--- src/rtl/gcp_pkg.sv ---
package gcp_pkg;
  localparam int NUM_STEPS = 6;

  // Cumulative half-unit position of step k in the default schedule.
  function automatic int unsigned default_halves(input int k);
    case (k)
      0:       return 8;
      1:       return 14;
      2:       return 18;
      3:       return 22;
      4:       return 25;
      default: return 27;
    endcase
  endfunction

  function automatic int unsigned default_offset(input int k, input int unsigned unit);
    return default_halves(k) * unit / 2;
  endfunction
endpackage

--- src/rtl/gcp_window_timer.sv ---
module gcp_window_timer #(
  parameter int CNT_W = 16
) (
  input  logic             clk,
  input  logic             rst_n,
  input  logic             blank_i,
  output logic [CNT_W-1:0] cnt_next,
  output logic             blank_rise,
  output logic             blank_fall
);
  localparam logic [CNT_W-1:0] CNT_MAX = '1;

  logic [CNT_W-1:0] cnt;
  logic             blank_q;

  // Saturating count of low-sampled edges in the current window.
  assign cnt_next   = (cnt == CNT_MAX) ? cnt : cnt + 1'b1;
  assign blank_rise = blank_i && !blank_q;
  assign blank_fall = !blank_i && blank_q;

  always_ff @(posedge clk or negedge rst_n) begin
    if (!rst_n) begin
      cnt     <= '0;
      blank_q <= 1'b1;
    end else begin
      blank_q <= blank_i;
      cnt     <= blank_i ? '0 : cnt_next;
    end
  end

  assert_count_from_fall_R2: assert property (@(posedge clk) disable iff (!rst_n)
    blank_fall |=> (cnt == CNT_W'(1)));
endmodule

--- src/rtl/gcp_offset_regs.sv ---
module gcp_offset_regs
  import gcp_pkg::*;
#(
  parameter int          OFS_W = 16,
  parameter int unsigned UNIT  = 1800
) (
  input  logic             clk,
  input  logic             rst_n,
  input  logic             cfg_we,
  input  logic [2:0]       cfg_sel,
  input  logic [OFS_W-1:0] cfg_val,
  input  logic [2:0]       step,
  output logic [OFS_W-1:0] cur_off
);
  logic [OFS_W-1:0] ofs_q [NUM_STEPS];

  for (genvar k = 0; k < NUM_STEPS; k++) begin : g_ofs
    always_ff @(posedge clk or negedge rst_n) begin
      if (!rst_n)                           ofs_q[k] <= OFS_W'(default_offset(k, UNIT));
      else if (cfg_we && cfg_sel == 3'(k))  ofs_q[k] <= cfg_val;
    end

    assert_untouched_reg_R7: assert property (@(posedge clk) disable iff (!rst_n)
      (cfg_we && cfg_sel != 3'(k)) |=> (ofs_q[k] == $past(ofs_q[k])));
  end

  always_comb begin
    cur_off = '0;
    for (int i = 0; i < NUM_STEPS; i++)
      if (step == 3'(i)) cur_off = ofs_q[i];
  end
endmodule

--- src/rtl/gcp_step_seq.sv ---
module gcp_step_seq
  import gcp_pkg::*;
#(
  parameter int OFS_W   = 16,
  parameter int PULSE_W = 13
) (
  input  logic             clk,
  input  logic             rst_n,
  input  logic             blank_i,
  input  logic             blank_rise,
  input  logic             blank_fall,
  input  logic [OFS_W-1:0] cnt_next,
  input  logic [OFS_W-1:0] cur_off,
  output logic [2:0]       step,
  output logic             fire,
  output logic             gcp_q,
  output logic             missed_o
);
  localparam int PW_W = $clog2(PULSE_W + 1);
  localparam logic [2:0] LAST = 3'(NUM_STEPS);

  logic [PW_W-1:0] pw_left;
  logic            steps_left;

  assign steps_left = (step < LAST);
  assign fire       = !blank_i && steps_left && (cnt_next == cur_off);

  always_ff @(posedge clk or negedge rst_n) begin
    if (!rst_n) begin
      step     <= '0;
      gcp_q    <= 1'b0;
      pw_left  <= '0;
      missed_o <= 1'b0;
    end else begin
      if (blank_i)   step <= '0;
      else if (fire) step <= step + 1'b1;

      if (fire) begin
        gcp_q   <= 1'b1;
        pw_left <= PW_W'(PULSE_W - 1);
      end else if (blank_i) begin
        gcp_q   <= 1'b0;
        pw_left <= '0;
      end else if (pw_left != '0) begin
        pw_left <= pw_left - 1'b1;
      end else begin
        gcp_q   <= 1'b0;
      end

      if (blank_rise && steps_left) missed_o <= 1'b1;
      else if (blank_fall)          missed_o <= 1'b0;
    end
  end

  assert_pulse_on_offset_R2: assert property (@(posedge clk) disable iff (!rst_n)
    fire |=> (gcp_q && step == $past(step) + 3'd1));
  assert_step_bound_R2: assert property (@(posedge clk) disable iff (!rst_n)
    step <= LAST);
  assert_width_hold_R3: assert property (@(posedge clk) disable iff (!rst_n)
    (gcp_q && pw_left != '0 && !blank_i) |=> gcp_q);
  assert_step_cleared_R4: assert property (@(posedge clk) disable iff (!rst_n)
    blank_i |=> (step == 3'd0));
  assert_missed_set_R5: assert property (@(posedge clk) disable iff (!rst_n)
    (blank_rise && steps_left) |=> missed_o);
endmodule

--- src/rtl/gcp_pulse_gen.sv ---
module gcp_pulse_gen #(
  parameter int          OFS_W   = 16,
  parameter int          PULSE_W = 13,
  parameter int unsigned UNIT    = 1800
) (
  input  logic             clk,
  input  logic             rst_n,
  input  logic             blank_i,
  input  logic             cfg_we,
  input  logic [2:0]       cfg_sel,
  input  logic [OFS_W-1:0] cfg_val,
  output logic             gcp_o,
  output logic             missed_o
);
  logic [OFS_W-1:0] cnt_next;
  logic [OFS_W-1:0] cur_off;
  logic [2:0]       step;
  logic             blank_rise, blank_fall, fire, gcp_q;

  gcp_window_timer #(.CNT_W(OFS_W)) u_timer (
    .clk(clk), .rst_n(rst_n), .blank_i(blank_i),
    .cnt_next(cnt_next), .blank_rise(blank_rise), .blank_fall(blank_fall)
  );

  gcp_offset_regs #(.OFS_W(OFS_W), .UNIT(UNIT)) u_regs (
    .clk(clk), .rst_n(rst_n), .cfg_we(cfg_we), .cfg_sel(cfg_sel),
    .cfg_val(cfg_val), .step(step), .cur_off(cur_off)
  );

  gcp_step_seq #(.OFS_W(OFS_W), .PULSE_W(PULSE_W)) u_seq (
    .clk(clk), .rst_n(rst_n), .blank_i(blank_i), .blank_rise(blank_rise),
    .blank_fall(blank_fall), .cnt_next(cnt_next), .cur_off(cur_off),
    .step(step), .fire(fire), .gcp_q(gcp_q), .missed_o(missed_o)
  );

  // Blanking cuts a running pulse without waiting for the next edge.
  assign gcp_o = gcp_q && !blank_i;

  assert_fire_in_window_R4: assert property (@(posedge clk) disable iff (!rst_n)
    fire |-> !blank_rise);
endmodule

--- config.mk ---
export PLATFORM = sky130hd
export DESIGN_NAME = gcp_pulse_gen
export DESIGN_NICKNAME = d
export VERILOG_FILES = /design/src/rtl/gcp_pkg.sv /design/src/rtl/gcp_window_timer.sv /design/src/rtl/gcp_offset_regs.sv /design/src/rtl/gcp_step_seq.sv /design/src/rtl/gcp_pulse_gen.sv
export SDC_FILE = /design/constraint.sdc
export NUM_CORES = 1
export LEC_CHECK = 0
export ABC_CLOCK_PERIOD_IN_PS = 4900
export BUFFER_PORTS_ARGS = -buffer_cell sky130_fd_sc_hd__buf_4
export CAP_MARGIN = 20
export CORE_UTILIZATION = 65
export DETAILED_ROUTE_END_ITERATION = 16
export PLACE_DENSITY = 0.82
export SLEW_MARGIN = 5
export SYNTH_ARGS = -nofsm -noshare
export SYNTH_HDL_FRONTEND = slang
export SYNTH_HIERARCHICAL = 1
export SYNTH_SLANG_ARGS = --single-unit
--- constraint.sdc ---
create_clock -name clk -period 4.9 [get_ports clk]
set_clock_uncertainty 0.15 [all_clocks]
set_input_delay 0.49 -clock clk [delete_from_list [all_inputs] [get_ports clk]]
set_output_delay 0.49 -clock clk [all_outputs]
set_load 0.005 [all_outputs]
==> impl_metrics.csv, run 1 <==
group,metric,value,unit
placed_design,place_congestion,0.9273,
setup_path,required,5160,ps
power_and_ir_drop,p_seq_frac,0.440,
final_layout,final_net_count,540,
placed_design,placed_area,6427,µm²
clocking,post_cts_buffers,0,
power_and_ir_drop,p_int,2.319,mW
timing,finalCritPeriodShare,0.7276,
power_and_ir_drop,max-vdd-ir-drop,0.3311,mV
hold_path,hp-start,"blank_i",
logic_synthesis,syn_area_per_cell,12.65,µm²
logic_synthesis,netlist_area,6238,µm²
setup_path,worstPathMaxFanout,21,
clocking,cts.sinks,122,
hold_path,holdPathStages,1,
routing,dr.pass1.iters,5,
timing,fmax,280.5,MHz
placed_design,hpwl,8063,µm
final_layout,n_antenna_cell,0,
power_and_ir_drop,p_per_area,439.5,nW/µm²
floorplanning,core_area,9284,µm²
final_layout,drive_gt1_frac,0.4297,
power_and_ir_drop,sw_frac_of_total,0.2502,
timing,rsz0062_at_grt,"no",
clocking,cts_root_buf,"clkbuf_8",
final_layout,syn_to_final_growth,12.82,%
grt,grt-ovfl-total,0,
setup_path,rr_startpoint,"u_seq/step[2]",
clocking,htreeDepth,4,
floorplanning,die-width,99.97,µm
routing,drc_errors,0,
setup_path,reg2reg_slack,1330,ps
floorplanning,ios,25,
timing,setup_viol,0,
setup_path,rr_worst_depth,7,
clocking,cts_buffers,17,
power_and_ir_drop,combinationalPowerShare,0.155,
hold_path,worstHoldPathType,"in -> reg",
timing,tns,0,ps
floorplanning,std_cell_rows,35,
placed_design,io_buffers,24,
grt,grt_max_degree,65,
grt,gr-usage-all-layers,0.2946,
final_layout,final_area,7038,µm²
floorplanning,die_h,99.97,µm
clocking,clkLatencyLatePin,530,ps
routing,routed_wl,13210,µm
power_and_ir_drop,clock_power_share,0.405,
power_and_ir_drop,power.switching,773.9,µW
setup_path,reg2reg_to,"u_seq/step[1]",
power_and_ir_drop,leakage,2.821,nW
setup_path,cp-end-kind,"flop",
grt,grt_pass1_wl,21960,µm
logic_synthesis,yosys_warnings,6,
grt,first_global_vias,4406,
job,cap_viol_max_count,0,
routing,drt-wirelength-per-cell,20.17,µm
floorplanning,initial_core_util,0.6720,
status,outcome,"completed",
setup_path,crit_arrival,3820,ps
setup_path,cp-start-kind,"flop",
floorplanning,die_area,9993,µm²
routing,ant_nets,0,
hold_path,min_to,"u_timer/blank_q",
logic_synthesis,mappedNetlistNets,520,
timing,hold_viol_final,0,
timing,tightest_slew,1021,ps
logic_synthesis,synth_cells,493,
timing,relSlewSlack,0.3173,
routing,dr_total_vias,4105,
grt,antenna_found_initial,0,
clocking,clockBufferDepth,2,
timing,min_period,3565,ps
routing,drtIter0Drc,212,
routing,avgViaCountPerCell,6.267,
setup_path,criticalPathCategory,"reg -> reg",
clocking,path_clk_slew,60,ps
final_layout,n_fill_cell,592,
timing,final_max_slew_viol_count,0,
clocking,cts_tree,"done",
[state kept, by name, indices dropped and copies added, names as in the netlist]
register,cells
u_regs/ofs_q,96
u_seq/missed_o,1
u_seq/step,3
u_timer/blank_q,1
u_seq/pw_left,4
u_seq/gcp_q,1
u_timer/cnt,16
[worst max-delay path, cell delays in order (launching register included)]
cell and delay (ps):
dfrtp_1 900, nand2b_1 680, o221ai_1 530, xnor2_1 160
nand4_1 160, nor4_2 300, nand3_2 220, mux2_4 340
[per-layer routing]
| layer | global-route usage | vias to the layer above | part of all wire | routed length [µm] |
|---|---|---|---|---|
| li1 | - | 1849 | - | - |
| met1 | 0.3730 | 2081 | 0.43 | 5745 |
| met2 | 0.4706 | 146 | 0.48 | 6364 |
| met3 | 0.08426 | 29 | 0.064 | 842 |
| met4 | 0.1391 | 0 | 0.019 | 257 |
| met5 | 0 | - | 0 | 0 |
[cells in the final DEF (no fill, tap or decap), types with 3 or more instances in the layout]
cell,count
mux2_2,99
dfrtp_1,76
dfstp_2,45
mux2i_1,33
nand2_1,31
buf_4,29
o21a_1,18
clkbuf_16,16
nand3b_1,16
o221ai_1,16
xnor2_1,13
nor2_1,10
xor2_1,8
a21oi_1,8
inv_1,7
nand4_1,6
o21ai_0,5
and2_1,5
nand3_1,5
nor2b_1,4
or3_1,4
ha_1,4
a31oi_1,4
clkinvlp_4,3
inv_6,3
clkinv_4,3
bufinv_16,3
mux2_4,3
nand3_2,3
nor3_1,3
o31ai_1,3
or4_1,3
nor4_1,3
[timing repair]
action	CTS	global route
hold buffers	1	0
resized for setup	0	0
endpoints found under the hold margin	44	0
[metrics by stage]
stage / std cells / hold WS, ps / util / power [mW] / setup slack (ps)
floorplan: 493 / 44.41 / - / 1.709 / 1823
global placement: 622 / 325.4 / 0.6923 / 1.816 / 1447
detailed placement: 622 / 343.5 / 0.6923 / 1.849 / 1421
CTS: 655 / 32.67 / 0.7581 / 3.113 / 1411
global route: 655 / 51.95 / 0.7581 / 3.227 / 1206
finish: 655 / 58.34 / 0.7581 / 3.093 / 1335
[how the worst max path moves through the flow]
stage,startpoint,endpoint,slack (ps),depth (start not counted)
detailed placement,u_seq/step[2],u_seq/step[1],1420,7
global placement,u_seq/step[2],u_seq/step[1],1450,7
CTS,u_seq/step[2],u_seq/step[1],1410,7
floorplan,u_timer/cnt[0],u_seq/step[1],1820,9
global route,u_seq/step[2],u_seq/step[1],1210,7
finish,u_seq/step[2],u_seq/step[1],1330,7
[layout make-up]
class                      instances  area (µm²)  share of cell area
inverter                           7       26.28            0.003733
clock inverter                    12       165.2             0.02347
tap                              129       161.4             0.02293
timing repair buffer              30       227.7             0.03236
clock buffer                      20       435.4             0.06187
sequential                       122        3110              0.4420
multi-input combinational        335        2912              0.4137
[power by group through the flow]
| stage | Clock (mW) | Combinational [mW] | Sequential (mW) |
|---|---|---|---|
| after floorplan | 0 | 0.367 | 1.34 |
| after global placement | 0 | 0.459 | 1.36 |
| after detailed placement | 0 | 0.477 | 1.37 |
| after CTS | 1.27 | 0.483 | 1.36 |
| after global routing | 1.32 | 0.526 | 1.38 |
| final | 1.25 | 0.481 | 1.36 |
No activity file was read; power rests on OpenSTA's default activity.
==> run 2, diff against run 1 <==
--- a/config.mk
+++ b/config.mk
@@ -5,12 +5,12 @@
 export SDC_FILE = /design/constraint.sdc
 export NUM_CORES = 1
 export LEC_CHECK = 0
-export ABC_CLOCK_PERIOD_IN_PS = 4900
+export ABC_CLOCK_PERIOD_IN_PS = 3100
 export BUFFER_PORTS_ARGS = -buffer_cell sky130_fd_sc_hd__buf_4
 export CAP_MARGIN = 20
-export CORE_UTILIZATION = 65
+export CORE_UTILIZATION = 56
 export DETAILED_ROUTE_END_ITERATION = 16
-export PLACE_DENSITY = 0.82
+export PLACE_DENSITY = 0.75
 export SLEW_MARGIN = 5
 export SYNTH_ARGS = -nofsm -noshare
 export SYNTH_HDL_FRONTEND = slang
==> constraint.sdc (replaced) <==
create_clock -name clk -period 3.1 [get_ports clk]
set_clock_uncertainty 0.15 [all_clocks]
set_input_delay 0.31 -clock clk [delete_from_list [all_inputs] [get_ports clk]]
set_output_delay 0.31 -clock clk [all_outputs]
set_load 0.005 [all_outputs]
==> run 2 against run 1 <==
  * Cell area rose by 4.4%
  * Routed wire length rose by 2.4%
  * Critical path type unchanged
  * Non-clock buffer count rose by 38
  * Sequential power rose by 58%
  * Cell count rose by 7.5%
  * Global-route usage fell by 3.8 points
==> impl_metrics.csv, run 2 (synthesized netlist as in run 1, its figures left out) <==
group,metric,value,unit
timing,tightest_slew,713.1,ps
hold_path,worstHoldPathType,"in -> async",
power_and_ir_drop,p_seq_frac,0.461,
timing,timing.hold.ws,211.8,ps
timing,fmax,332.0,MHz
setup_path,worstPathMaxFanout,7,
grt,grt_max_degree,54,
floorplanning,die_h,107.5,µm
routing,dr_total_vias,4143,
setup_path,cp-end-kind,"flop",
power_and_ir_drop,p_per_area,634.3,nW/µm²
clocking,cts_tree,"done",
clocking,clockBufferDepth,2,
final_layout,final_common_cell,"mux2_2",
setup_path,crit_chain,"nand4_2 > buf_4 > or4_4 > mux2_4 > xnor2_1 > nand4_1 > nor4_4 > nand3_2 > mux2_4",
final_layout,largest_reg_flops,96,
routing,ant_nets,0,
setup_path,cp_slowest_stage_delay,550,ps
final_layout,syn_to_final_growth,17.75,%
timing,min_period,3012,ps
timing,setup_slack,88.08,ps
clocking,cts.sinks,122,
setup_path,critPathLaunch,"u_timer/cnt[7]",
final_layout,reg.largest.list,"u_regs/ofs_q: 96 flops, u_timer/cnt: 16 flops, u_seq/pw_left: 4 flops",
setup_path,cp-start-kind,"flop",
routing,drtIter0Drc,217,
final_layout,top_register,"u_regs/ofs_q",
floorplanning,core_area,10840,µm²
status,outcome,"completed",
power_and_ir_drop,power.switching,1.140,mW
power_and_ir_drop,max-vdd-ir-drop,0.4032,mV
final_layout,final_net_count,578,
setup_path,reg2reg_to,"u_seq/step[1]",
routing,drc_errors,0,
setup_path,crit_path_top_delay_cell,"or4_4",
clocking,clkLatencyLatePin,520,ps
routing,drt-wirelength-per-cell,19.21,µm
final_layout,final_cell_mix,"mux2_2 (99), dfrtp_1 (76), buf_4 (49)",
setup_path,crit_top_cell,"mux2_4",
clocking,cts_buffers,17,
placed_design,io_buffers,24,
grt,first_global_vias,4209,
placed_design,placed_area,6596,µm²
routing,routed_wl,13520,µm
placed_design,hpwl,8681,µm
grt,gr-usage-all-layers,0.2571,
timing,relSlewSlack,0.5228,
clocking,htreeDepth,4,
grt,grt-ovfl-total,0,
power_and_ir_drop,p_int,3.520,mW
timing,finalCritPeriodShare,0.9716,
power_and_ir_drop,clock_power_share,0.369,
placed_design,dpl.cell_count,652,
power_and_ir_drop,combinationalPowerShare,0.170,
floorplanning,initial_core_util,0.5755,
final_layout,drive_gt1_frac,0.4362,
clocking,path_clk_slew,50,ps
grt,use_met3,0.05327,
placed_design,place_congestion,0.8633,
grt,antenna_found_initial,0,
floorplanning,ios,25,
floorplanning,die_area,11570,µm²
timing,setup_viol,0,
job,cap_viol_max_count,0,
grt,grtUsageMet1,0.3536,
floorplanning,die-width,107.5,µm
final_layout,n_fill_cell,746,
power_and_ir_drop,sw_frac_of_total,0.2446,
setup_path,rr_startpoint,"u_timer/cnt[7]",
final_layout,n_antenna_cell,0,
setup_path,rr_worst_depth,9,
routing,dr.pass1.iters,4,
setup_path,crit_arrival,3260,ps
floorplanning,std_cell_rows,38,
placed_design,place_ws,-7.828,ps
setup_path,required,3350,ps
grt,met2_usage,0.4006,
power_and_ir_drop,leakage,2.978,nW
timing,hold_viol_final,0,
final_layout,final_area,7346,µm²
final_layout,multiInputGateArea,2943,µm²
timing,final_max_slew_viol_count,0,
routing,avgViaCountPerCell,5.885,
final_layout,seq_area,3110,µm²
grt,busiest_layer,"met2",
setup_path,criticalPathCategory,"reg -> reg",
clocking,cts_root_buf,"clkbuf_8",
grt,grt_pass1_wl,22120,µm
setup_path,reg2reg_slack,90,ps
final_layout,instances_no_fill,704,
==> run 2: cell types whose count changed in the layout (fill, tap and decap cells not counted), moves of 3 or more <==
cell / change
clkinvlp_4: -3
buf_4: +20
inv_6: -3
clkbuf_8: +4
clkbuf_1: +6
clkinv_4: -3
dlygate4sd3_1: +17
bufinv_16: -3
==> run 2: through the flow <==
stage,setup TNS [ps],util,power [mW]
CTS,0,0.6756,4.704
global placement,0,0.6085,2.880
global route,-31.99,0.6776,4.883
detailed placement,-7.828,0.6085,2.932
floorplan,0,-,2.701
finish,0,0.6776,4.660
==> run 2: layout make-up <==
type / count / area share
multi-input cells: 335 / 0.4006
well taps: 140 / 0.02385
clock buffers: 30 / 0.06983
repair buffers: 68 / 0.07733
inverters: 7 / 0.003577
clock inverters: 2 / 0.001363
flip-flops and latches: 122 / 0.4234
==> run 2: routing by layer <==
layer,vias to the layer above,wire length (µm)
li1,1921,-
met1,2115,6303
met2,87,6494
met3,20,472
met4,0,252
met5,-,0
==> run 2: power groups by stage <==
stage,logic (mW),clock network [mW],registers (mW)
floorplan,0.580,0,2.12
global placement,0.736,0,2.14
detailed placement,0.765,0,2.17
CTS,0.797,1.76,2.15
global route,0.867,1.83,2.19
finish,0.790,1.72,2.15
==> run 2: timing repair <==
item,4_1_cts,5_1_grt
hold buffers,18,0
setup endpoints to repair,1,6
setup buffers,2,0
cloned,0,0
resized for setup,1,5
pin swaps,3,2
endpoints found under the hold margin,133,0
==> run 2: worst max path at each step <==
| stage | slack [ps] | to | cells after the start |
|---|---|---|---|
| finish | 90 | u_seq/step[1] | 9 |
| global placement | 60 | u_seq/step[1] | 9 |
| global route | -20 | u_seq/step[1] | 8 |
| CTS | 30 | u_seq/step[1] | 10 |
| detailed placement | -8 | u_seq/step[1] | 9 |
| floorplan | 20 | u_seq/step[1] | 9 |
==> run 2: worst max-delay path, delay by kind of cell, from the launching register on <==
family,cells,cell delay [ps]
simple gates,5,1300
buf+inv,1,180
flops,1,430
xor+xnor,1,160
mux,2,660
